## src/rtl/pad_pkg.sv

```systemverilog
package pad_pkg;
    typedef enum logic [1:0] {
        ST_IDLE = 2'd0,
        ST_FEED = 2'd1,
        ST_FILL = 2'd2
    } pad_state_t;

    localparam logic [31:0] MARK_WORD = 32'h8000_0000;
endpackage

```

## src/rtl/pad_blk_count.sv

```systemverilog
module pad_blk_count #(
    parameter int LEN_W = 32,
    localparam int BLK_W = LEN_W - 5
) (
    input  logic [LEN_W-1:0] len,
    output logic [BLK_W-1:0] blocks
);
    logic [LEN_W:0] biased;

    always_comb begin
        biased = {1'b0, len} + (LEN_W + 1)'(8);
        blocks = BLK_W'(biased >> 6) + BLK_W'(1);
    end
endmodule

```

## src/rtl/pad_word_mux.sv

```systemverilog
module pad_word_mux #(
    parameter int LEN_W = 32
) (
    input  logic [LEN_W-1:0] idx,
    input  logic [LEN_W-1:0] len,
    input  logic [LEN_W-1:0] total,
    input  logic [31:0]      in_word,
    output logic [31:0]      word
);
    import pad_pkg::*;

    logic [LEN_W-1:0] full_words;
    logic [1:0]       rem;
    logic [63:0]      bit_len;
    logic [31:0]      keep_mask;

    always_comb begin
        full_words = len >> 2;
        rem        = len[1:0];
        bit_len    = 64'(len) << 3;
        keep_mask  = ~(32'hFFFF_FFFF >> (8 * rem));
        if (idx < full_words) begin
            word = in_word;
        end else if (idx == full_words) begin
            if (rem == 2'd0) word = MARK_WORD;
            else             word = (in_word & keep_mask) | (32'h80 << (8 * (3 - rem)));
        end else if (idx == total - LEN_W'(2)) begin
            word = bit_len[63:32];
        end else if (idx == total - LEN_W'(1)) begin
            word = bit_len[31:0];
        end else begin
            word = '0;
        end
    end
endmodule

```

## src/rtl/msg_padder.sv

```systemverilog
module msg_padder #(
    parameter int LEN_W = 32,
    parameter int CNT_W = 16
) (
    input  logic             clk,
    input  logic             rst_n,
    input  logic             start,
    input  logic [LEN_W-1:0] len_bytes,
    output logic [CNT_W-1:0] blk_count,
    input  logic             in_valid,
    output logic             in_ready,
    input  logic [31:0]      in_word,
    output logic             out_valid,
    input  logic             out_ready,
    output logic [31:0]      out_word,
    output logic             out_last
);
    import pad_pkg::*;

    localparam int BLK_W = LEN_W - 5;

    pad_state_t       state;
    logic [LEN_W-1:0] idx;
    logic [LEN_W-1:0] len_q;
    logic [BLK_W-1:0] port_blocks;
    logic [BLK_W-1:0] run_blocks;
    logic [LEN_W-1:0] total_words;
    logic [LEN_W-1:0] need_words;
    logic             fire;

    pad_blk_count #(.LEN_W(LEN_W)) u_cnt_port (.len(len_bytes), .blocks(port_blocks));
    pad_blk_count #(.LEN_W(LEN_W)) u_cnt_run  (.len(len_q),     .blocks(run_blocks));

    pad_word_mux #(.LEN_W(LEN_W)) u_mux (
        .idx     (idx),
        .len     (len_q),
        .total   (total_words),
        .in_word (in_word),
        .word    (out_word)
    );

    always_comb begin
        blk_count   = CNT_W'(port_blocks);
        total_words = LEN_W'({run_blocks, 4'b0000});
        need_words  = LEN_W'(({1'b0, len_q} + (LEN_W + 1)'(3)) >> 2);
    end

    // state register
    always_ff @(posedge clk or negedge rst_n) begin
        if (!rst_n) begin
            state <= ST_IDLE;
            idx   <= '0;
            len_q <= '0;
        end else begin
            unique case (state)
                ST_IDLE: if (start) begin
                    len_q <= len_bytes;
                    idx   <= '0;
                    state <= (len_bytes == '0) ? ST_FILL : ST_FEED;
                end
                ST_FEED: if (fire) begin
                    idx <= idx + LEN_W'(1);
                    if (idx == need_words - LEN_W'(1)) state <= ST_FILL;
                end
                ST_FILL: if (fire) begin
                    idx <= idx + LEN_W'(1);
                    if (idx == total_words - LEN_W'(1)) state <= ST_IDLE;
                end
                default: state <= ST_IDLE;
            endcase
        end
    end

    // outputs
    always_comb begin
        out_valid = 1'b0;
        in_ready  = 1'b0;
        out_last  = 1'b0;
        unique case (state)
            ST_IDLE: ;
            ST_FEED: begin
                out_valid = in_valid;
                in_ready  = out_ready;
            end
            ST_FILL: begin
                out_valid = 1'b1;
                out_last  = (idx == total_words - LEN_W'(1));
            end
            default: ;
        endcase
        fire = out_valid && out_ready;
    end

    p_reset_quiet_r1: assert property (@(posedge clk) !rst_n |=> !out_valid && !in_ready);

    p_len_bytes_r7: assert property (@(posedge clk) disable iff (!rst_n)
        out_last |-> out_word[2:0] == 3'b000);

    p_no_input_in_fill_r8: assert property (@(posedge clk) disable iff (!rst_n)
        state == ST_FILL |-> !in_ready);

    p_idx_bound_r6: assert property (@(posedge clk) disable iff (!rst_n)
        out_valid |-> idx < total_words);

    p_idle_after_last_r9: assert property (@(posedge clk) disable iff (!rst_n)
        out_last && out_ready |=> !out_valid);

    p_fill_hold_r10: assert property (@(posedge clk) disable iff (!rst_n)
        state == ST_FILL && !out_ready |=> out_valid && $stable(out_word));

    p_count_nonzero_r2: assert property (@(posedge clk) disable iff (!rst_n)
        run_blocks != '0);
endmodule

```

## config.mk

```make
export PLATFORM = sky130hd
export DESIGN_NAME = msg_padder
export DESIGN_NICKNAME = d
export VERILOG_FILES = /design/src/rtl/pad_pkg.sv /design/src/rtl/pad_blk_count.sv /design/src/rtl/pad_word_mux.sv /design/src/rtl/msg_padder.sv
export SDC_FILE = /design/constraint.sdc
export NUM_CORES = 1
export LEC_CHECK = 0
export BUFFER_PORTS_ARGS = -buffer_cell sky130_fd_sc_hd__buf_2
export CORE_MARGIN = 4
export CORE_UTILIZATION = 65
export DETAILED_ROUTE_END_ITERATION = 8
export GPL_ROUTABILITY_DRIVEN = 0
export PLACE_DENSITY_LB_ADDON = 0.2
export SLEW_MARGIN = 20
export SYNTH_ARGS = -nofsm -noshare
export SYNTH_HDL_FRONTEND = slang
export SYNTH_SLANG_ARGS = --single-unit
```

## constraint.sdc

```tcl
create_clock -name clk -period 10.8 [get_ports clk]
set_input_delay 3.24 -clock clk [delete_from_list [all_inputs] [get_ports clk]]
set_output_delay 3.24 -clock clk [all_outputs]
set_load 0.01 [all_outputs]
```

Yosys cells after proc, flatten, opt, wreduce, memory -nomap -nowiden --
Index checks and enable logic that the tools add are counted.
Cells by class: $add $sub $neg 10, multipliers 0, div/mod/pow operators 0, magnitude comparators 1, equality and inequality tests 12, shift-type cells 2, multiplexer cells 18, bitwise operators 3, reduce and logical (&&, ||, !) cells 9
Operators with widths (count):
- $mux W32 | 7
- $eq A32 B32 Y1 | 3
- $pmux W32 S2 | 1
- $sub A31 B1 Y32 const B | 2
- $add A32 B2 Y33 const B | 1
- $add A32 B4 Y33 const B | 1
- $add A32 B1 Y32 const B | 1
- $and A32 B32 Y32 | 1
- $eq A32 B30 Y1 | 1
- $logic_not A32 Y1 | 1
- $lt A32 B30 Y1 | 1
- $not A32 Y32 | 1
- $or A32 B32 Y32 | 1
- $shl A8 B32 Y32 const A | 1
- $shr A32 B5 Y32 const A | 1
- $sub A31 B2 Y32 const B | 1
- $add A27 B1 Y27 const B | 1
- $add A22 B4 Y22 const B | 1
- $add A16 B1 Y16 const B | 1
- $mux W2 | 6
- $ne A2 B2 Y1 const B | 5
- $pmux W2 S3 | 1
- $reduce_and A5 Y1 | 1
- $logic_not A2 Y1 | 2
- 11 further kinds | 12
Word-level totals: register bits after elaboration 66, latch bits 0, RAM bits 0, bits in read-only memories 0, input port bits 69, word-level logic and storage cells 58, memories 0

Logic depth before layout (Yosys ltp) --
depth in word-level cells 8, gate-level depth with buffers 20

Cells and area by module --
From an unflattened synthesis, not the netlist that was laid out.
Second synthesis, totals: cell total of the unflattened synthesis 1503, area, all modules 11248.3 sq um
Modules (own cells, without submodules):
- msg_padder | instances 1, cells each 786, area each 6432.4 sq um, seq. area each 1651.6 sq um
- pad_word_mux | instances 1, cells each 507, area each 3329.4 sq um, seq. area each 0.0 sq um
- pad_blk_count | instances 2, cells each 105, area each 743.2 sq um, seq. area each 0.0 sq um

Worst setup path after synthesis --
No wires, ideal clock.
path type reg2out, start point reg len_q[3], end point out out_word[23], arrival 5227 ps, setup slack 2333 ps, stages on the path, launching flop included 18, path through dfrtp_1 buf_4 and3_1 xnor2_1 inv_1 ha_1 a21oi_1 nor3_1 nor3_1 nand2_1 nor4_2 o221ai_2 or4_1 or3_1 a32oi_2 nand4_2 or3_4 a221oi_2
On the way: cells in the longest elaborated chain, start to end 8, elaborated cells on any way between the ends 12, classes of those cells add/sub (4); order compare (1); eq/ne (3); mux (4)
Ends and longest elaborated chain:
- start: declaration | line msg_padder.sv:24 | logic [LEN_W-1:0] len_q;
- start signal: assignment | line msg_padder.sv:57 | len_q <= len_bytes;
- $add A32 B4 Y33 | line pad_blk_count.sv:11 | biased = {1'b0, len} + (LEN_W + 1)'(8);
- $add A27 B1 Y27 | line pad_blk_count.sv:12 | blocks = BLK_W'(biased >> 6) + BLK_W'(1);
- $sub A31 B1 Y32 | line pad_word_mux.sv:29 | end else if (idx == total - LEN_W'(1)) begin
- $eq A32 B32 Y1 | line pad_word_mux.sv:29
- $mux W32 | line pad_word_mux.sv:29
- $mux W32 | line pad_word_mux.sv:27 | end else if (idx == total - LEN_W'(2)) begin
- $mux W32 | line pad_word_mux.sv:24 | end else if (idx == full_words) begin
- $mux W32 * | line pad_word_mux.sv:22 | if (idx < full_words) begin
- end: declaration | line msg_padder.sv:15 | output logic [31:0] out_word,
Mark *: on every way between the ends. The rest lies on a longest branch, timed or not.

Final worst setup path --
start point reg len_q[3], end point out out_word[10]
Same word-level chain as after synthesis.

==> results <==
- The floorplan step set the die width to 127.2 um.
- Yosys instantiated no cell more often than sky130_fd_sc_hd__xnor2_1.
- The data arrival time of the critical path is 6.86 ns.
- In this run, post-CTS hold repair placed 0 buffers.
- The DRC marker count from the first detailed-route iteration is 1304.
- The number of flops mapped to enable cells by yosys is 0.
- The initial utilization of the core area, before any placement, comes to 0.6658.
- The clock network latency to the later pin of the worst-skew pair is 0.36 ns.
- Across all setup checks in the final design, the least slack found is 0.6973 ns.
- The final hold violation count is 0.
- Leaving out filler cells and counting taps, the final layout contains 1449.
- The leakage power is 4.428 nW.
- Each instance of the synthesized netlist takes up on average 7.779 um2.
- The floorplan has 43 rows.
- The total design power is 0.001037 W.
- The share of the Yosys chip area taken by registers is 0.1787.
- The slowest stage of the critical path is the sky130_fd_sc_hd__nor3_4 cell.
- Walking the worst path, the cells encountered are and3_1 > xnor2_1 > inv_1 > ha_1 > a21oi_1 > nor3_1 > nor3_1 > nand2_1 > nor4_2 > buf_4 > o221ai_2 > or4_1 > or3_1 > a32oi_2 > nand4_2 > nor3_4 > a22o_1 > buf_2.
- The CTS tree is done.
- The tightest min-delay check is of the reg2reg type.
- The critical path contains buffers and inverters numbering 3 combined.
- Between clock sinks in the finished design, the worst skew comes to 0.01788 ns.
- Yosys printed 0 warnings.
- The count of boundary I/O pins is 120.
- The worst path required time is 7.56 ns.
- The quantity of I/O buffers inserted on ports is 119.
- The total grt overflow is 0.
- The first detailed-routing pass ran for 5 iterations.
- STA classifies the critical path endpoint as an output port.
- The final setup violation count is 0.
- Sorting the synthesized cells by area gives the leading types as sky130_fd_sc_hd__dfrtp_1 (18%), sky130_fd_sc_hd__xnor2_1 (11%), sky130_fd_sc_hd__ha_1 (5.1%).
- After synthesis, the share of flip-flops with an asynchronous set or reset is 1.000.
- The post-cts repair resize count is 0.
- The critical path in this run is classified as reg2out.
- The number of antenna diodes in the final layout is 0.
- The share of synthesized area in the top cell type comes to 0.1787.
- Setup repair after global routing left no endpoint under its margin.
- The most used flip-flop cell after synthesis is sky130_fd_sc_hd__dfrtp_1.
- OpenSTA, run right after detailed placement, puts the worst setup slack at 1.236 ns.
- The synthesized netlist contains 85 unique library cells.
- The clock period could shrink to 10.10 ns.
- No sink is reached through more buffers than the 2 on the longest clock path.
- The power density over cell area is 101.6 mW/mm2.
- Across the run, the number of max-cap violations was 0.
- The count of buffers added by post-CTS timing repair for setup is 0.
- The actual transition at the worst max-transition pin is between 1 and 1.5 ns.
- The area of the core is 0.01388 mm2.
- The total CTS buffers is 9.
- The tree is rooted in a sky130_fd_sc_hd__clkbuf_16.
- In the final layout, the share of cells above drive strength 1 is 0.1726.
- The layout has 1118 filler cells.
- The global-route usage over all layers is 0.3606.
- Along the worst path, the maximum fanout reaches 25.
- Once detail routing completed, the nets flagged for antenna violations numbered 0.
- Dividing the final minimum period by the clock period gives 0.9354.
- The first global-routing pass estimated 47510 um of wire.
- On the worst path, the slowest cell contributes a delay of around 0.90 ns.
- The vertical die dimension is 127.2 um.
- The most numerous cell on the critical path is sky130_fd_sc_hd__nor3_1.
- The worst vdd rail ir drop is 0.0001640 V.
- The launching element type of the critical path is a flip-flop.
- After detailed routing, the number of remaining DRC violations is 0.
- The total nets after synthesis is 1295.
- The family with the most delay on the worst path is simple AND/OR/NAND/NOR gates.
- The number of max-slew violations in the final report is 0.
- Compared with the post-synthesis result, the final layout area differs by 10.43%.
- The maximum number of pins on one net before global-route repair is 67.
- Clock-pin slew was measured on the worst setup and hold paths at 0.07 ns.
- The post-synth design cell area is 0.009241 mm2.
- Detailed placement finished with a half-perimeter wire length of 23100 um.
- The via count of the first global-routing pass is 9345.
- The depth of the CTS H-tree is 3.
- The worst slew slack as a fraction of its limit is 0.3119.
- The number of cells produced by synthesis is 1188.
- In the final routed layout, each cell accounts on average for 20.45 um.
- The flow ran to the end, and the final reports show no timing, DRC or antenna violations.
- The number of register bits inferred by synthesis is 66.
- Timing would allow up to 0.09898 GHz.
- After routing, the total negative slack on setup checks comes to 0 ns.
- Including well taps, the total number of placed cells is around 1400.
- Summed over all layers, the routed wires come to 29640 um.
- The cell type contributing the most total cell area after synthesis is sky130_fd_sc_hd__dfrtp_1.
- Across all layers, the routed design uses roughly 9900 vias.
- The via-per-instance ratio is 6.846.
- The utilization after layout is 0.7352.
- The total number of nets in the final design is 1371.
- The floorplan step defined a die boundary enclosing 0.01619 mm2.
- After synthesis, the most frequently instantiated cells are sky130_fd_sc_hd__xnor2_1 (117), sky130_fd_sc_hd__nor2_1 (97), sky130_fd_sc_hd__nand2_1 (94).
- Clock tree synthesis found a total of 66 sinks.
- The initial antenna violation count is 0.
kinds of logic after synthesis:
kind of cell               Yosys count  share of synthesized area
and+or+nand+nor                    505                     0.2989
AOI/OAI and AO/OA                  256                     0.2053
xor gates and xnor gates           171                     0.1680
buffers and inverters              114                    0.05185
DFF                                 66                     0.1787
adders and majority gates           39                    0.05253
muxes                               37                    0.04468
metrics by stage:
step | area, um2 | hold WS, ns
after floorplan | 9241 | 0.5226
after CTS | 10200 | 0.5834
final | 10200 | 0.5999
after global placement | 9851 | 0.5435
after global routing | 10200 | 0.6337
after detailed placement | 9851 | 0.5661
cell usage in the layout (no fill, tap or decap), types with 9 or more instances in the layout:
cell and count:
sky130_fd_sc_hd__xor2_1 50, sky130_fd_sc_hd__a211oi_1 11, sky130_fd_sc_hd__buf_2 119, sky130_fd_sc_hd__or3_1 12, sky130_fd_sc_hd__buf_4 10, sky130_fd_sc_hd__nor3_1 45
sky130_fd_sc_hd__and3_1 26, sky130_fd_sc_hd__and2_1 17, sky130_fd_sc_hd__a21oi_1 37, sky130_fd_sc_hd__o211ai_1 13, sky130_fd_sc_hd__nand2_1 94, sky130_fd_sc_hd__o31ai_1 12
sky130_fd_sc_hd__xnor2_1 117, sky130_fd_sc_hd__inv_1 44, sky130_fd_sc_hd__a22o_1 29, sky130_fd_sc_hd__and4_1 15, sky130_fd_sc_hd__or4_1 12, sky130_fd_sc_hd__nor2_1 97
sky130_fd_sc_hd__clkbuf_16 9, sky130_fd_sc_hd__nand4_1 43, sky130_fd_sc_hd__mux2_2 34, sky130_fd_sc_hd__a31oi_1 13, sky130_fd_sc_hd__nand3_1 55, sky130_fd_sc_hd__o21ai_0 37
sky130_fd_sc_hd__nor4_1 35, sky130_fd_sc_hd__a21o_1 22, sky130_fd_sc_hd__ha_1 38, sky130_fd_sc_hd__dfrtp_1 66, sky130_fd_sc_hd__o22ai_1 10
worst paths after layout:
check,from,end,slack [ns],depth (start not counted)
setup / recovery,len_q[3],out_word[10],0.70,18
hold / removal,state[0],state[0],0.60,2
setup reg to reg,len_q[7],state[1],4.85,13
hold reg to reg,state[0],state[0],0.60,2
max in group asynchronous,rst_n,state[1],7.16,2
min in group asynchronous,rst_n,len_q[17],3.08,2
power by group:
group	internal, W	switching [W]	leakage [nW]	total [W]
logic	0.000176	0.000230	3.35	0.000406
clock network	0.000238	0.000120	0.169	0.000358
registers	0.000255	0.0000186	0.910	0.000273
worst register-to-register path: stages, from the launching register on:
cell and delay, ns:
sky130_fd_sc_hd__dfrtp_1 0.70, sky130_fd_sc_hd__inv_2 0.22, sky130_fd_sc_hd__nor4_1 0.80, sky130_fd_sc_hd__a31oi_1 0.22
sky130_fd_sc_hd__nor4_2 0.64, sky130_fd_sc_hd__or4b_2 0.76, sky130_fd_sc_hd__or3b_2 0.57, sky130_fd_sc_hd__nor2_1 0.16
sky130_fd_sc_hd__xnor2_1 0.18, sky130_fd_sc_hd__o21ai_0 0.18, sky130_fd_sc_hd__a2111oi_0 0.57, sky130_fd_sc_hd__a31oi_1 0.29
sky130_fd_sc_hd__mux2_2 0.35, sky130_fd_sc_hd__a311oi_1 0.20
sequential cells by signal, indices dropped and copies added, names as in the netlist:
| name | cells |
|---|---|
| idx | 32 |
| len_q | 32 |
| state | 2 |
per-layer routing:
layer  global-route usage  wire length [um]  share of wire
met1               0.4741             11980           0.40
met2               0.5725             13370           0.45
met3              0.06564              2899          0.098
met4               0.1760              1387          0.047
met5                    0                 0              0
final cells by class:
type	instances	area [um2]	share of cell area
clock inverter	4	97.59	0.009563
sequential	66	1652	0.1618
inverter	50	187.7	0.01839
tap	180	225.2	0.02207
timing repair buffer	129	670.6	0.06572
multi-input combinational	1008	7116	0.6973
clock buffer	12	256.5	0.02513
Power figures use the tool's default switching activity.
